==> config.mk <==
export PLATFORM = sky130hd
export DESIGN_NAME = sdiv_restore
export DESIGN_NICKNAME = d
export VERILOG_FILES = /design/src/rtl/sdiv_pkg.sv /design/src/rtl/sdiv_step.sv /design/src/rtl/sdiv_ctrl.sv /design/src/rtl/sdiv_restore.sv
export SDC_FILE = /design/constraint.sdc
export NUM_CORES = 1
export LEC_CHECK = 0
export CAP_MARGIN = 20
export CORE_MARGIN = 4
export CORE_UTILIZATION = 30
export CTS_CLUSTER_SIZE = 16
export DETAILED_ROUTE_END_ITERATION = 10
export GPL_ROUTABILITY_DRIVEN = 0
export PLACE_DENSITY = 0.49
export REMOVE_ABC_BUFFERS = 1
export SKIP_CTS_REPAIR_TIMING = 1
export SYNTH_ARGS = -nofsm -noshare
export SYNTH_HDL_FRONTEND = slang
export SYNTH_SLANG_ARGS = --single-unit
==> constraint.sdc <==
create_clock -name clk -period 4.6 [get_ports clk]
set_input_delay 0.46 -clock clk [delete_from_list [all_inputs] [get_ports clk]]
set_output_delay 0.46 -clock clk [all_outputs]
set_load 0.1 [all_outputs]
==> src/rtl/sdiv_pkg.sv <==
// Package sdiv_pkg: shared constants for the signed restoring divider.
// Assumes: users size their operands from OPW_DEF when not overridden.
package sdiv_pkg;
    localparam int OPW_DEF = 8;

    // Operation the step logic applied to A in one iteration.
    typedef enum logic {
        OP_SUB = 1'b0,
        OP_ADD = 1'b1
    } step_op_e;
endpackage

==> src/rtl/sdiv_step.sv <==
// Module sdiv_step: combinational single iteration of signed restoring division.
// Shifts A:Q left. Subtracts M from A (same signs) or adds it (different
// signs). Keeps the result when A's sign is unchanged or A is zero, and
// restores A otherwise.
// Assumes: operands are two's complement, W >= 2.
module sdiv_step
    import sdiv_pkg::*;
#(
    parameter int W = OPW_DEF
) (
    input  logic [W-1:0] a_i,
    input  logic [W-1:0] q_i,
    input  logic [W-1:0] m_i,
    output logic [W-1:0] a_o,
    output logic [W-1:0] q_o
);
    logic [W-1:0] a_sh;
    logic [W-1:0] q_sh;
    logic [W-1:0] a_try;
    logic         keep;
    step_op_e     op;

    // Shift A:Q left by one; the vacated Q bit is filled in below.
    always_comb begin
        {a_sh, q_sh} = {a_i, q_i} << 1;
    end

    // Pick add or subtract from the sign bits of M and the shifted A.
    always_comb begin
        op    = (a_sh[W-1] == m_i[W-1]) ? OP_SUB : OP_ADD;
        a_try = (op == OP_SUB) ? (a_sh - m_i) : (a_sh + m_i);
    end

    // Keep the trial result or restore, and set the new quotient bit.
    always_comb begin
        keep = (a_try[W-1] == a_sh[W-1]) || (a_try == '0);
        a_o  = keep ? a_try : a_sh;
        q_o  = {q_sh[W-1:1], keep};
    end
endmodule

==> src/rtl/sdiv_ctrl.sv <==
// Module sdiv_ctrl: sequencing for the divider.
// Accepts a start only while idle. A zero divisor is reported at once with
// no run. Otherwise it runs exactly W iterations and flags the last one.
// Assumes: start_i and zero_i are valid in the same cycle.
module sdiv_ctrl #(
    parameter int W = 8
) (
    input  logic clk,
    input  logic rst_n,
    input  logic start_i,
    input  logic zero_i,
    output logic busy_o,
    output logic load_o,
    output logic zhit_o,
    output logic last_o
);
    localparam int CW = $clog2(W + 1);
    localparam logic [CW-1:0] LAST = CW'(W - 1);

    logic          run_q;
    logic [CW-1:0] cnt_q;

    // Decode accepted starts and the final iteration.
    always_comb begin
        load_o = !run_q && start_i && !zero_i;
        zhit_o = !run_q && start_i && zero_i;
        last_o = run_q && (cnt_q == LAST);
        busy_o = run_q;
    end

    // Run flag and iteration counter.
    always_ff @(posedge clk) begin
        if (!rst_n) begin
            run_q <= 1'b0;
            cnt_q <= '0;
        end else if (load_o) begin
            run_q <= 1'b1;
            cnt_q <= '0;
        end else if (run_q) begin
            if (cnt_q == LAST) run_q <= 1'b0;
            cnt_q <= cnt_q + 1'b1;
        end
    end

    // the counter never passes the last iteration while running.
    p_cnt_range_r2: assert property (@(posedge clk) disable iff (!rst_n)
        run_q |-> (cnt_q <= LAST));

    // a run only starts after a load.
    p_run_from_load_r2: assert property (@(posedge clk) disable iff (!rst_n)
        $rose(run_q) |-> $past(load_o));
endmodule

==> src/rtl/sdiv_restore.sv <==
// Module sdiv_restore: top of the sequential signed restoring divider.
// Holds M, A:Q and the sign-correction flag. Steps one iteration per clock
// and registers the quotient and remainder at completion.
// Assumes: dividend is already sign-extended to 2W bits.
module sdiv_restore
    import sdiv_pkg::*;
#(
    parameter int W = OPW_DEF
) (
    input  logic           clk,
    input  logic           rst_n,
    input  logic           start_i,
    input  logic [2*W-1:0] dividend_i,
    input  logic [W-1:0]   divisor_i,
    output logic           busy_o,
    output logic           done_o,
    output logic           dz_o,
    output logic [W-1:0]   quotient_o,
    output logic [W-1:0]   remainder_o
);
    logic [W-1:0] a_q, q_q, m_q;
    logic [W-1:0] a_nx, q_nx;
    logic [W-1:0] quo_q, rem_q;
    logic         neg_q, done_q, dz_q;
    logic         busy, load, zhit, last;
    logic         zero_div;

    // Divisor-zero detection for the start decode.
    always_comb begin
        zero_div = (divisor_i == '0);
    end

    sdiv_ctrl #(.W(W)) u_ctrl (
        .clk     (clk),
        .rst_n   (rst_n),
        .start_i (start_i),
        .zero_i  (zero_div),
        .busy_o  (busy),
        .load_o  (load),
        .zhit_o  (zhit),
        .last_o  (last)
    );

    sdiv_step #(.W(W)) u_step (
        .a_i (a_q),
        .q_i (q_q),
        .m_i (m_q),
        .a_o (a_nx),
        .q_o (q_nx)
    );

    // Operand load and per-cycle iteration of A:Q.
    always_ff @(posedge clk) begin
        if (!rst_n) begin
            a_q   <= '0;
            q_q   <= '0;
            m_q   <= '0;
            neg_q <= 1'b0;
        end else if (load) begin
            a_q   <= dividend_i[2*W-1:W];
            q_q   <= dividend_i[W-1:0];
            m_q   <= divisor_i;
            neg_q <= dividend_i[2*W-1] ^ divisor_i[W-1];
        end else if (busy) begin
            a_q <= a_nx;
            q_q <= q_nx;
        end
    end

    // Completion pulse, zero flag and result registers.
    always_ff @(posedge clk) begin
        if (!rst_n) begin
            done_q <= 1'b0;
            dz_q   <= 1'b0;
            quo_q  <= '0;
            rem_q  <= '0;
        end else begin
            done_q <= zhit || last;
            dz_q   <= zhit;
            if (last) begin
                rem_q <= a_nx;
                quo_q <= neg_q ? (~q_nx + 1'b1) : q_nx;
            end
        end
    end

    // Drive outputs from registers.
    always_comb begin
        busy_o      = busy;
        done_o      = done_q;
        dz_o        = dz_q;
        quotient_o  = quo_q;
        remainder_o = rem_q;
    end

    // busy rises only after a start request.
    p_busy_start_r2: assert property (@(posedge clk) disable iff (!rst_n)
        $rose(busy_o) |-> $past(start_i));

    // the end of a run is always marked by done.
    p_fell_done_r2: assert property (@(posedge clk) disable iff (!rst_n)
        $fell(busy_o) |-> (done_o && !busy_o));

    // zero flag only with done and never during a run.
    p_dz_done_r7: assert property (@(posedge clk) disable iff (!rst_n)
        dz_o |-> (done_o && !busy_o));

    // the divisor register is untouched by starts during a run.
    p_m_hold_r8: assert property (@(posedge clk) disable iff (!rst_n)
        busy_o |=> $stable(m_q));
endmodule

# [After elaboration in Yosys (flattened, before gate mapping)]
# Cells that the tools add are included.
[totals] regBits=47 latchBits=0 ramBits=0 romBits=0 inputBits=27 output_inout_bits=19 word_cells=42 mem_count=0
[op_classes] addsub=4 n_mul=0 div=0 order_cmp=0 n_eq_ne=3 shift=0 muxes=10 bitwise=3 n_reduce_logical=12
[ops] op="$mux W8" count=5
[ops] op="$logic_not A8 Y1" count=2
[ops] op="$mux W7" count=2
[ops] op="$add A8 B1 Y8 const B" count=1
[ops] op="$add A8 B8 Y8" count=1
[ops] op="$not A8 Y8" count=1
[ops] op="$sub A8 B8 Y8" count=1
[ops] op="$add A4 B1 Y4 const B" count=1
[ops] op="$eq A4 B3 Y1 const B" count=1
[ops] op="$logic_and A1 B1 Y1" count=4
[ops] op="$mux W1" count=3
[ops] op="$eq A1 B1 Y1" count=2
[ops] op="$logic_not A1 Y1" count=2
[ops] op="$logic_or A1 B1 Y1" count=2
[ops] op="$reduce_bool A2 Y1" count=1
[ops] op="$reduce_or A2 Y1" count=1
[ops] op="$not A1 Y1" count=1
[ops] op="$xor A1 B1 Y1" count=1

# [Depth between registers and ports, before layout]
# Gate-level depths: netlist of run 1.
[depth] word_depth=7 ltp_mapped=18 depth_no_buf=16

# [Cells and area by module]
# A second synthesis of run 1 with hierarchy kept.
[hier_totals] hier_cells=311 hier_area_um2=2899.0
[modules_own_cells] mod="sdiv_restore" n_inst=1 cells_per_inst=195 area_per_inst_um2=1915.6 seq_area_each_um2=860.8
[modules_own_cells] mod="sdiv_step" n_inst=1 cells_per_inst=92 area_per_inst_um2=729.4 seq_area_each_um2=0.0
[modules_own_cells] mod="sdiv_ctrl" n_inst=1 cells_per_inst=24 area_per_inst_um2=254.0 seq_area_each_um2=100.1

# [Least setup slack after synthesis of run 1]
# No wires, ideal clock.
[synth_timing] path_type="register to register" startpoint="register a_q[6]" endpoint="register quo_q[6] (netlist: quotient_o[6])" setup_ns=0.086 arrival_ns=3.462 t_required_ns=4.514 slack_ns=1.052 path_stages_with_launch=18 path_buffers=2 synth_period_minus_slack_ns=3.548 cell_sequence="dfxtp_1 buf_2 buf_1 xnor2_1 nor2_1 xnor2_1 ha_1 o21ai_0 a21oi_1 o21ai_2 mux2_2 a21oi_4 inv_1 ha_1 nand2_1 o31ai_1 xor2_1 a211oi_1"
[synth_between] elab_chain_cells=7 word_cells_on_any_way=10 classes_between="add/sub: 3; eq/ne: 2; mux: 2; bitwise: 1; reduce/logical: 2"
[synth_rtl] element="from (decl)" line="sdiv_restore.sv:21" source="logic [W-1:0] a_q, q_q, m_q;"
[synth_rtl] element="from (signal assigned)" line="sdiv_restore.sv:60" source="a_q <= dividend_i[2*W-1:W];"
[synth_rtl] element="from (signal assigned)" line="sdiv_restore.sv:65" source="a_q <= a_nx;"
[synth_rtl] element="$add A8 B8 Y8, or another cell as far along" line="sdiv_step.sv:31" source="a_try = (op == OP_SUB) ? (a_sh - m_i) : (a_sh + m_i);"
[synth_rtl] element="$mux W8" line="sdiv_step.sv:31"
[synth_rtl] element="$logic_not A8 Y1 / $eq A1 B1 Y1 (equally long branches)" line="sdiv_step.sv:36" source="keep = (a_try[W-1] == a_sh[W-1]) || (a_try == '0);"
[synth_rtl] element="$logic_or A1 B1 Y1 *" line="sdiv_step.sv:36"
[synth_rtl] element="$not A8 Y8 *" line="sdiv_restore.sv:82" source="quo_q <= neg_q ? (~q_nx + 1'b1) : q_nx;"
[synth_rtl] element="$add A8 B1 Y8 *" line="sdiv_restore.sv:82"
[synth_rtl] element="$mux W8 *" line="sdiv_restore.sv:82"
[synth_rtl] element="to (signal assigned)" line="sdiv_restore.sv:82"
[synth_rtl] element="to (decl)" line="sdiv_restore.sv:23" source="logic [W-1:0] quo_q, rem_q;"
# Every way passes the cells marked *; elsewhere a longest branch is shown, timed or not.
# A chain may end at the register's enable or synchronous reset.

# [Worst setup path after layout of run 1]
[layout_timing] startpoint="register a_q[6]" endpoint="register quo_q[4] (netlist: quotient_o[4])"
# The elaborated chain is that of the path after synthesis.

==> flow_summary_export.csv, run 1 <==
group,metric,value,unit
clock_network,clkTransAtPathRegs,0.10,ns
pwr,pwr_density_cell,495,nW/um^2
worst_hold_path,worstHoldPathType,"flop to flop",
floorplan,die_y,106,um
place,dpl.hpwl,6050,um
pwr,swShare,44.1,%
floorplan,chipWidth,106,um
timing,finClkSkew,0.00925,ns
pwr,seqPwrFrac,27.9,%
floorplan,start_util,30.9,%
pwr,vdd_drop_max,184,uV
clock_network,worstSkewPairLatency,0.31,ns
global_route,grt_max_degree,29,
floorplan,dieArea,11200,sq um
global_route,grt_usage,14.9,%
floorplan,boundaryPins,46,
final_layout,antenna_cells,0,
final_layout,drive_above_1_share,8.97,%
final_layout,final_core_util,38.1,%
synth,synth-edff-count,0,
clock_network,htree_levels,2,
setup_path,reg2reg_to,"quotient_o[4]$_SDFFE_PN0P_",
timing,finalCritPeriodShare,89.2,%
final_layout,stdcell_count,519,
setup_path,worstPathRequired,4.82,ns
drt,drc,0,
timing,setup_tns,0,ns
final_layout,layout.nets,427,
clock_network,cts_root_buf,"clkbuf_8",
setup_path,crit_fanout,16,
setup_path,endpoint,"quotient_o[4]$_SDFFE_PN0P_",
synth,netlist_area,2870,sq um
floorplan,core_area,9280,sq um
place,portBuffers,45,
floorplan,placementRows,35,
timing,min_period,4.10,ns
setup_path,r2r_slack,0.50,ns
synth,synthFlopType,"dfxtp_1",
synth,synthCells,354,
pwr,p_int,0.000979,W
synth,async_reset_ff_share,0,%
clock_network,cts_buffers,5,
run,drv_cap,0,
pwr,leakage,1.28,nW
setup_path,reg2regPathDepth,15,
setup_path,cp-start-kind,"flop",
final_layout,area_growth,23.2,%
clock_network,clk_path_buf_depth,2,
setup_path,crit_path_end_kind,"flop",
pwr,pwr-share-clk,18.5,%
drt,route.detailed.wl_per_inst,15.4,um
global_route,antenna_found_initial,0,
drt,drt-pass1-iter-count,4,
global_route,grt_overflow,0,
setup_path,setup.worst_path.start,"a_q[6]$_SDFFE_PN0P_",
place,dp_cells,511,
drt,via_per_inst,5.13,
setup_path,r2r_start,"a_q[6]$_SDFFE_PN0P_",
global_route,grt_pass1_vias,2589,
clock_network,cts.sinks,47,
timing,slew_violations,0,
clock_network,cts_tree,"done",
synth,synth_cell_type_count,62,
final_layout,mostFrequentLayoutCells,"48 x nand2_1, 47 x dfxtp_1, 45 x clkdlybuf4s50_1",
synth,yosys_warnings,0,
run_status,outcome,"completed",
synth,syn_area_per_cell,8.12,sq um
drt,drt.antenna.violating_nets,0,
final_layout,final_common_cell,"nand2_1",
timing,rsz0062_at_grt,"false",
drt,drt_first_iter_violations,109,
timing,max_freq,0.244,GHz
setup_path,cp.arrival,4.32,ns
synth,ys_seq_area_share,32.8,%
timing,worstMarginPinSlew,0.972,ns
synth,synth_seq_cells,47,
timing,hold_violations,0,
global_route,grt_pass1_wl,13600,um
pwr,pwr-share-comb,53.6,%
drt,wl,8020,um
timing,maxSlewHeadroom,35.0,%
drt,num_vias,2661,
timing,finalSetupViolations,0,
setup_path,worstSetupPathType,"flop to flop",
pwr,power_switching,0.000771,W
-- registers in the layout, summed over array words and instances (netlist names), 4 cells and up --
register / cells
a_q: 7
m_q: 8
quotient_o: 8
remainder_o: 8
u_ctrl.cnt_q: 4
q_q: 8
-- worst max-delay path, stage by stage (launching register included) --
cell	delay, ns
dfxtp_1	0.73
xor2_2	0.28
o31ai_1	0.13
xor2_1	0.17
ha_1	0.37
o21ai_0	0.16
a21oi_1	0.42
o21a_1	0.31
mux2_2	0.40
a21oi_4	0.26
inv_1	0.08
ha_1	0.20
nand2_1	0.08
nand2_1	0.06
xor2_1	0.15
a211oi_1	0.23
-- final cells by class --
type,instances,area [sq um]
inverter,12,45.0
tap,129,161
multi-input combinational,275,1800
fill,1009,5750
clock buffer,5,68.8
clock inverter,3,46.3
sequential,47,941
timing repair buffer,48,473
-- logic make-up (layout without fill, tap and decap cells) --
group                      Yosys count  in the layout  synth area share [%]
AOI/OAI and AO/OA                  104            104                  25.3
xor gates and xnor gates            21             21                  6.93
adders and majority gates           11             11                  5.05
buffers and inverters               32             68                  4.49
DFF                                 47             47                  32.8
muxes                               11             11                  4.01
and+or+nand+nor                    128            128                  21.5
-- worst min path at each step --
| stage | start | endpoint | slack, ns | cells after the start |
|---|---|---|---|---|
| after floorplan | m_q[6]$_SDFFE_PN0P_ | m_q[6]$_SDFFE_PN0P_ | 0.46 | 2 |
| after global placement | quotient_o[0]$_SDFFE_PN0P_ | quotient_o[0]$_SDFFE_PN0P_ | 0.46 | 2 |
| after detailed placement | remainder_o[0]$_SDFFE_PN0P_ | remainder_o[0]$_SDFFE_PN0P_ | 0.46 | 2 |
| after CTS | quotient_o[0]$_SDFFE_PN0P_ | quotient_o[0]$_SDFFE_PN0P_ | 0.48 | 2 |
| after global routing | quotient_o[0]$_SDFFE_PN0P_ | quotient_o[0]$_SDFFE_PN0P_ | 0.51 | 2 |
| final | quotient_o[0]$_SDFFE_PN0P_ | quotient_o[0]$_SDFFE_PN0P_ | 0.47 | 2 |
-- power by group through the flow --
stage / combinational [W] / clock, W / sequential, W
floorplan: 0.000726 / 0 / 0.000489
global placement: 0.000926 / 0 / 0.000498
detailed placement: 0.000934 / 0 / 0.000499
CTS: 0.000936 / 0.000333 / 0.000490
global route: 0.00105 / 0.000351 / 0.000497
finish: 0.000937 / 0.000324 / 0.000489
-- cells in the mapped netlist, types with 5 or more instances --
library cell | number | area, sq um
a21oi_1 | 29 | 145
a22oi_1 | 10 | 75.1
clkbuf_1 | 16 | 60.1
dfxtp_1 | 47 | 941
ha_1 | 10 | 125
inv_1 | 11 | 41.3
mux2i_1 | 7 | 70.1
nand2_1 | 48 | 180
nand3_1 | 10 | 50.1
nor2_1 | 33 | 124
nor2b_1 | 6 | 37.5
nor3_1 | 6 | 30.0
o211ai_1 | 5 | 37.5
o21ai_0 | 15 | 75.1
o22ai_1 | 6 | 37.5
xnor2_1 | 12 | 105
xor2_1 | 7 | 61.3
-- stage by stage --
step / area (sq um) / hold WS (ns) / total power (W) / setup slack, ns
after floorplan: 2790 / 0.462 / 0.00121 / 1.11
after global placement: 3420 / 0.456 / 0.00142 / 0.599
after detailed placement: 3420 / 0.456 / 0.00143 / 0.512
after CTS: 3540 / 0.476 / 0.00176 / 0.494
after global routing: 3540 / 0.510 / 0.00190 / 0.103
final: 3540 / 0.473 / 0.00175 / 0.497
-- layer usage --
layer	vias up	part of all wire, %	routed length, um	track usage [%]
met2	54	46	3660	23.9
met3	4	5.2	415	2.39
li1	1351	-	-	-
met4	0	0.79	63	3.15
met5	-	0	0	0
met1	1252	48	3880	21.1
Power figures use the tool's default switching activity.
==> run 2, diff against run 1 <==
CORE_UTILIZATION = 50   (was 30)
PLACE_DENSITY = 0.74   (was 0.49)
SLEW_MARGIN = 10   (was default)
==> flow_summary_export.csv, run 2 (synthesized netlist as in run 1, its figures left out) <==
group,metric,value,unit
clock_network,cts_root_buf,"clkbuf_8",
timing,slew_violations,0,
timing,min_period,4.03,ns
floorplan,core_area,5540,sq um
setup_path,path_cells,"xor2_2, o31ai_1, xor2_1, ha_1, o21ai_0, a21oi_1, o21a_1, mux2_2, a21oi_4, inv_1, ha_1, nand2_1, o31ai_1, xor2_1, a211oi_1",
place,dpl.hpwl,5510,um
global_route,antenna_found_initial,0,
floorplan,placementRows,27,
timing,setup_tns,0,ns
drt,drt.antenna.violating_nets,0,
worst_hold_path,worstHoldPathType,"flop to flop",
final_layout,final_core_util,62.2,%
pwr,power_switching,0.000754,W
drt,via_per_inst,5.88,
drt,top_layer,"met4",
pwr,pwr-share-clk,15.5,%
timing,maxSlewHeadroom,34.6,%
timing,finalCritPeriodShare,87.6,%
final_layout,multi_input_area,1800,sq um
floorplan,chipWidth,83.8,um
final_layout,fillers,521,
final_layout,area_growth,19.9,%
pwr,leakage,1.28,nW
pwr,p_int,0.000936,W
global_route,grt_overflow,0,
setup_path,cp-start-kind,"flop",
timing,finClkSkew,0.00480,ns
pwr,vdd_drop_max,264,uV
floorplan,start_util,51.9,%
timing,finalSetupViolations,0,
setup_path,crit_path_top_delay_cell,"dfxtp_1",
clock_network,cts_buffers,5,
pwr,seqPwrFrac,28.9,%
clock_network,clkTransAtPathRegs,0.09,ns
clock_network,cts.sinks,47,
setup_path,worstSetupPathType,"flop to flop",
global_route,grt_usage,21.0,%
run_status,outcome,"completed",
final_layout,antenna_cells,0,
setup_path,endpoint,"quotient_o[6]$_SDFFE_PN0P_",
final_layout,layout.nets,427,
setup_path,crit_path_end_kind,"flop",
final_layout,regArea,941,sq um
setup_path,worstPathRequired,4.82,ns
setup_path,r2r_slack,0.57,ns
setup_path,reg2reg_to,"quotient_o[6]$_SDFFE_PN0P_",
final_layout,drive_above_1_share,8.74,%
timing,worstMarginPinSlew,0.978,ns
final_layout,final_common_cell,"nand2_1",
setup_path,reg2regPathDepth,15,
timing,max_freq,0.248,GHz
final_layout,mostFrequentLayoutCells,"48 x nand2_1, 47 x dfxtp_1, 45 x clkdlybuf4s50_1",
setup_path,setup.worst_path.start,"a_q[6]$_SDFFE_PN0P_",
floorplan,dieArea,7020,sq um
clock_network,cts_tree,"done",
pwr,swShare,44.6,%
clock_network,clk_path_buf_depth,2,
floorplan,boundaryPins,46,
run,drv_cap,0,
setup_path,r2r_start,"a_q[6]$_SDFFE_PN0P_",
drt,drc,0,
pwr,pwr-share-comb,55.5,%
drt,drt-met1-wl,3460,um
global_route,grt_pass1_vias,2540,
global_route,grt_pass1_wl,12200,um
drt,num_vias,2709,
setup_path,slowest_delay,0.71,ns
drt,drt-pass1-iter-count,5,
timing,hold_violations,0,
setup_path,cp.arrival,4.26,ns
drt,drt_first_iter_violations,342,
timing,rsz0062_at_grt,"false",
clock_network,worstSkewPairLatency,0.30,ns
global_route,grt_max_degree,29,
setup_path,crit_fanout,16,
drt,wl,7360,um
drt,route.detailed.wl_per_inst,16.0,um
clock_network,htree_levels,2,
drt,wl_met3,440,um
drt,wl_met2,3370,um
pwr,pwr_density_cell,491,nW/um^2
place,portBuffers,45,
floorplan,die_y,83.8,um
==> run 2: cell types whose count changed in the layout (fill, tap and decap cells not counted), sizes merged <==
cell,change
bufinv,-1
clkbuf,+1
clkinvlp,-1
==> run 2: through the flow <==
| stage | instances | instance area [sq um] | worst slack, ns | total power (W) | hold WS [ns] |
|---|---|---|---|---|---|
| floorplan | 334 | 2790 | 1.11 | 0.00121 | 0.462 |
| global placement | 454 | 3350 | 0.758 | 0.00139 | 0.447 |
| detailed placement | 454 | 3350 | 0.648 | 0.00141 | 0.457 |
| CTS | 461 | 3440 | 0.607 | 0.00168 | 0.470 |
| global route | 461 | 3440 | 0.222 | 0.00180 | 0.494 |
| finish | 461 | 3440 | 0.569 | 0.00169 | 0.466 |
==> run 2: critical path, delay by kind of cell, from the launching register on <==
family	cells	cell delay, ns
AOI/OAI and AO/OA	7	1.53
DFF	1	0.71
xor gates and xnor gates	3	0.60
adders and majority gates	2	0.55
muxes	1	0.40
buffers and inverters	1	0.08
and+or+nand+nor	1	0.08
==> run 2: area by class of cell <==
class | count | area share [%]
Clock buffer | 6 | 2.40
Clock inverter | 1 | 0.254
Inverter | 12 | 1.31
Multi-Input combinational cell | 275 | 52.4
Sequential cell | 47 | 27.3
Tap cell | 72 | 2.62
Timing Repair Buffer | 48 | 13.7
==> run 2: power by group through the flow <==
| stage | sequential [W] | clock (W) | combinational, W |
|---|---|---|---|
| global placement | 0.000497 | 0 | 0.000897 |
| CTS | 0.000489 | 0.000269 | 0.000922 |
| finish | 0.000489 | 0.000263 | 0.000939 |
| floorplan | 0.000489 | 0 | 0.000726 |
| global route | 0.000494 | 0.000284 | 0.00102 |
| detailed placement | 0.000498 | 0 | 0.000916 |
==> run 2: per-layer routing <==
metal | vias up | GRT usage (%)
met5 | - | 0
met4 | 0 | 5.41
met3 | 9 | 3.75
met2 | 104 | 34.1
met1 | 1244 | 28.6
li1 | 1352 | -
==> run 2: how the worst min path moves through the flow <==
stage,slack [ns],start,endpoint,cells past startpoint
global route,0.49,quotient_o[0]$_SDFFE_PN0P_,quotient_o[0]$_SDFFE_PN0P_,2
finish,0.47,quotient_o[0]$_SDFFE_PN0P_,quotient_o[0]$_SDFFE_PN0P_,2
floorplan,0.46,m_q[6]$_SDFFE_PN0P_,m_q[6]$_SDFFE_PN0P_,2
CTS,0.47,quotient_o[0]$_SDFFE_PN0P_,quotient_o[0]$_SDFFE_PN0P_,2
detailed placement,0.46,quotient_o[0]$_SDFFE_PN0P_,quotient_o[0]$_SDFFE_PN0P_,2
global placement,0.45,quotient_o[0]$_SDFFE_PN0P_,quotient_o[0]$_SDFFE_PN0P_,2
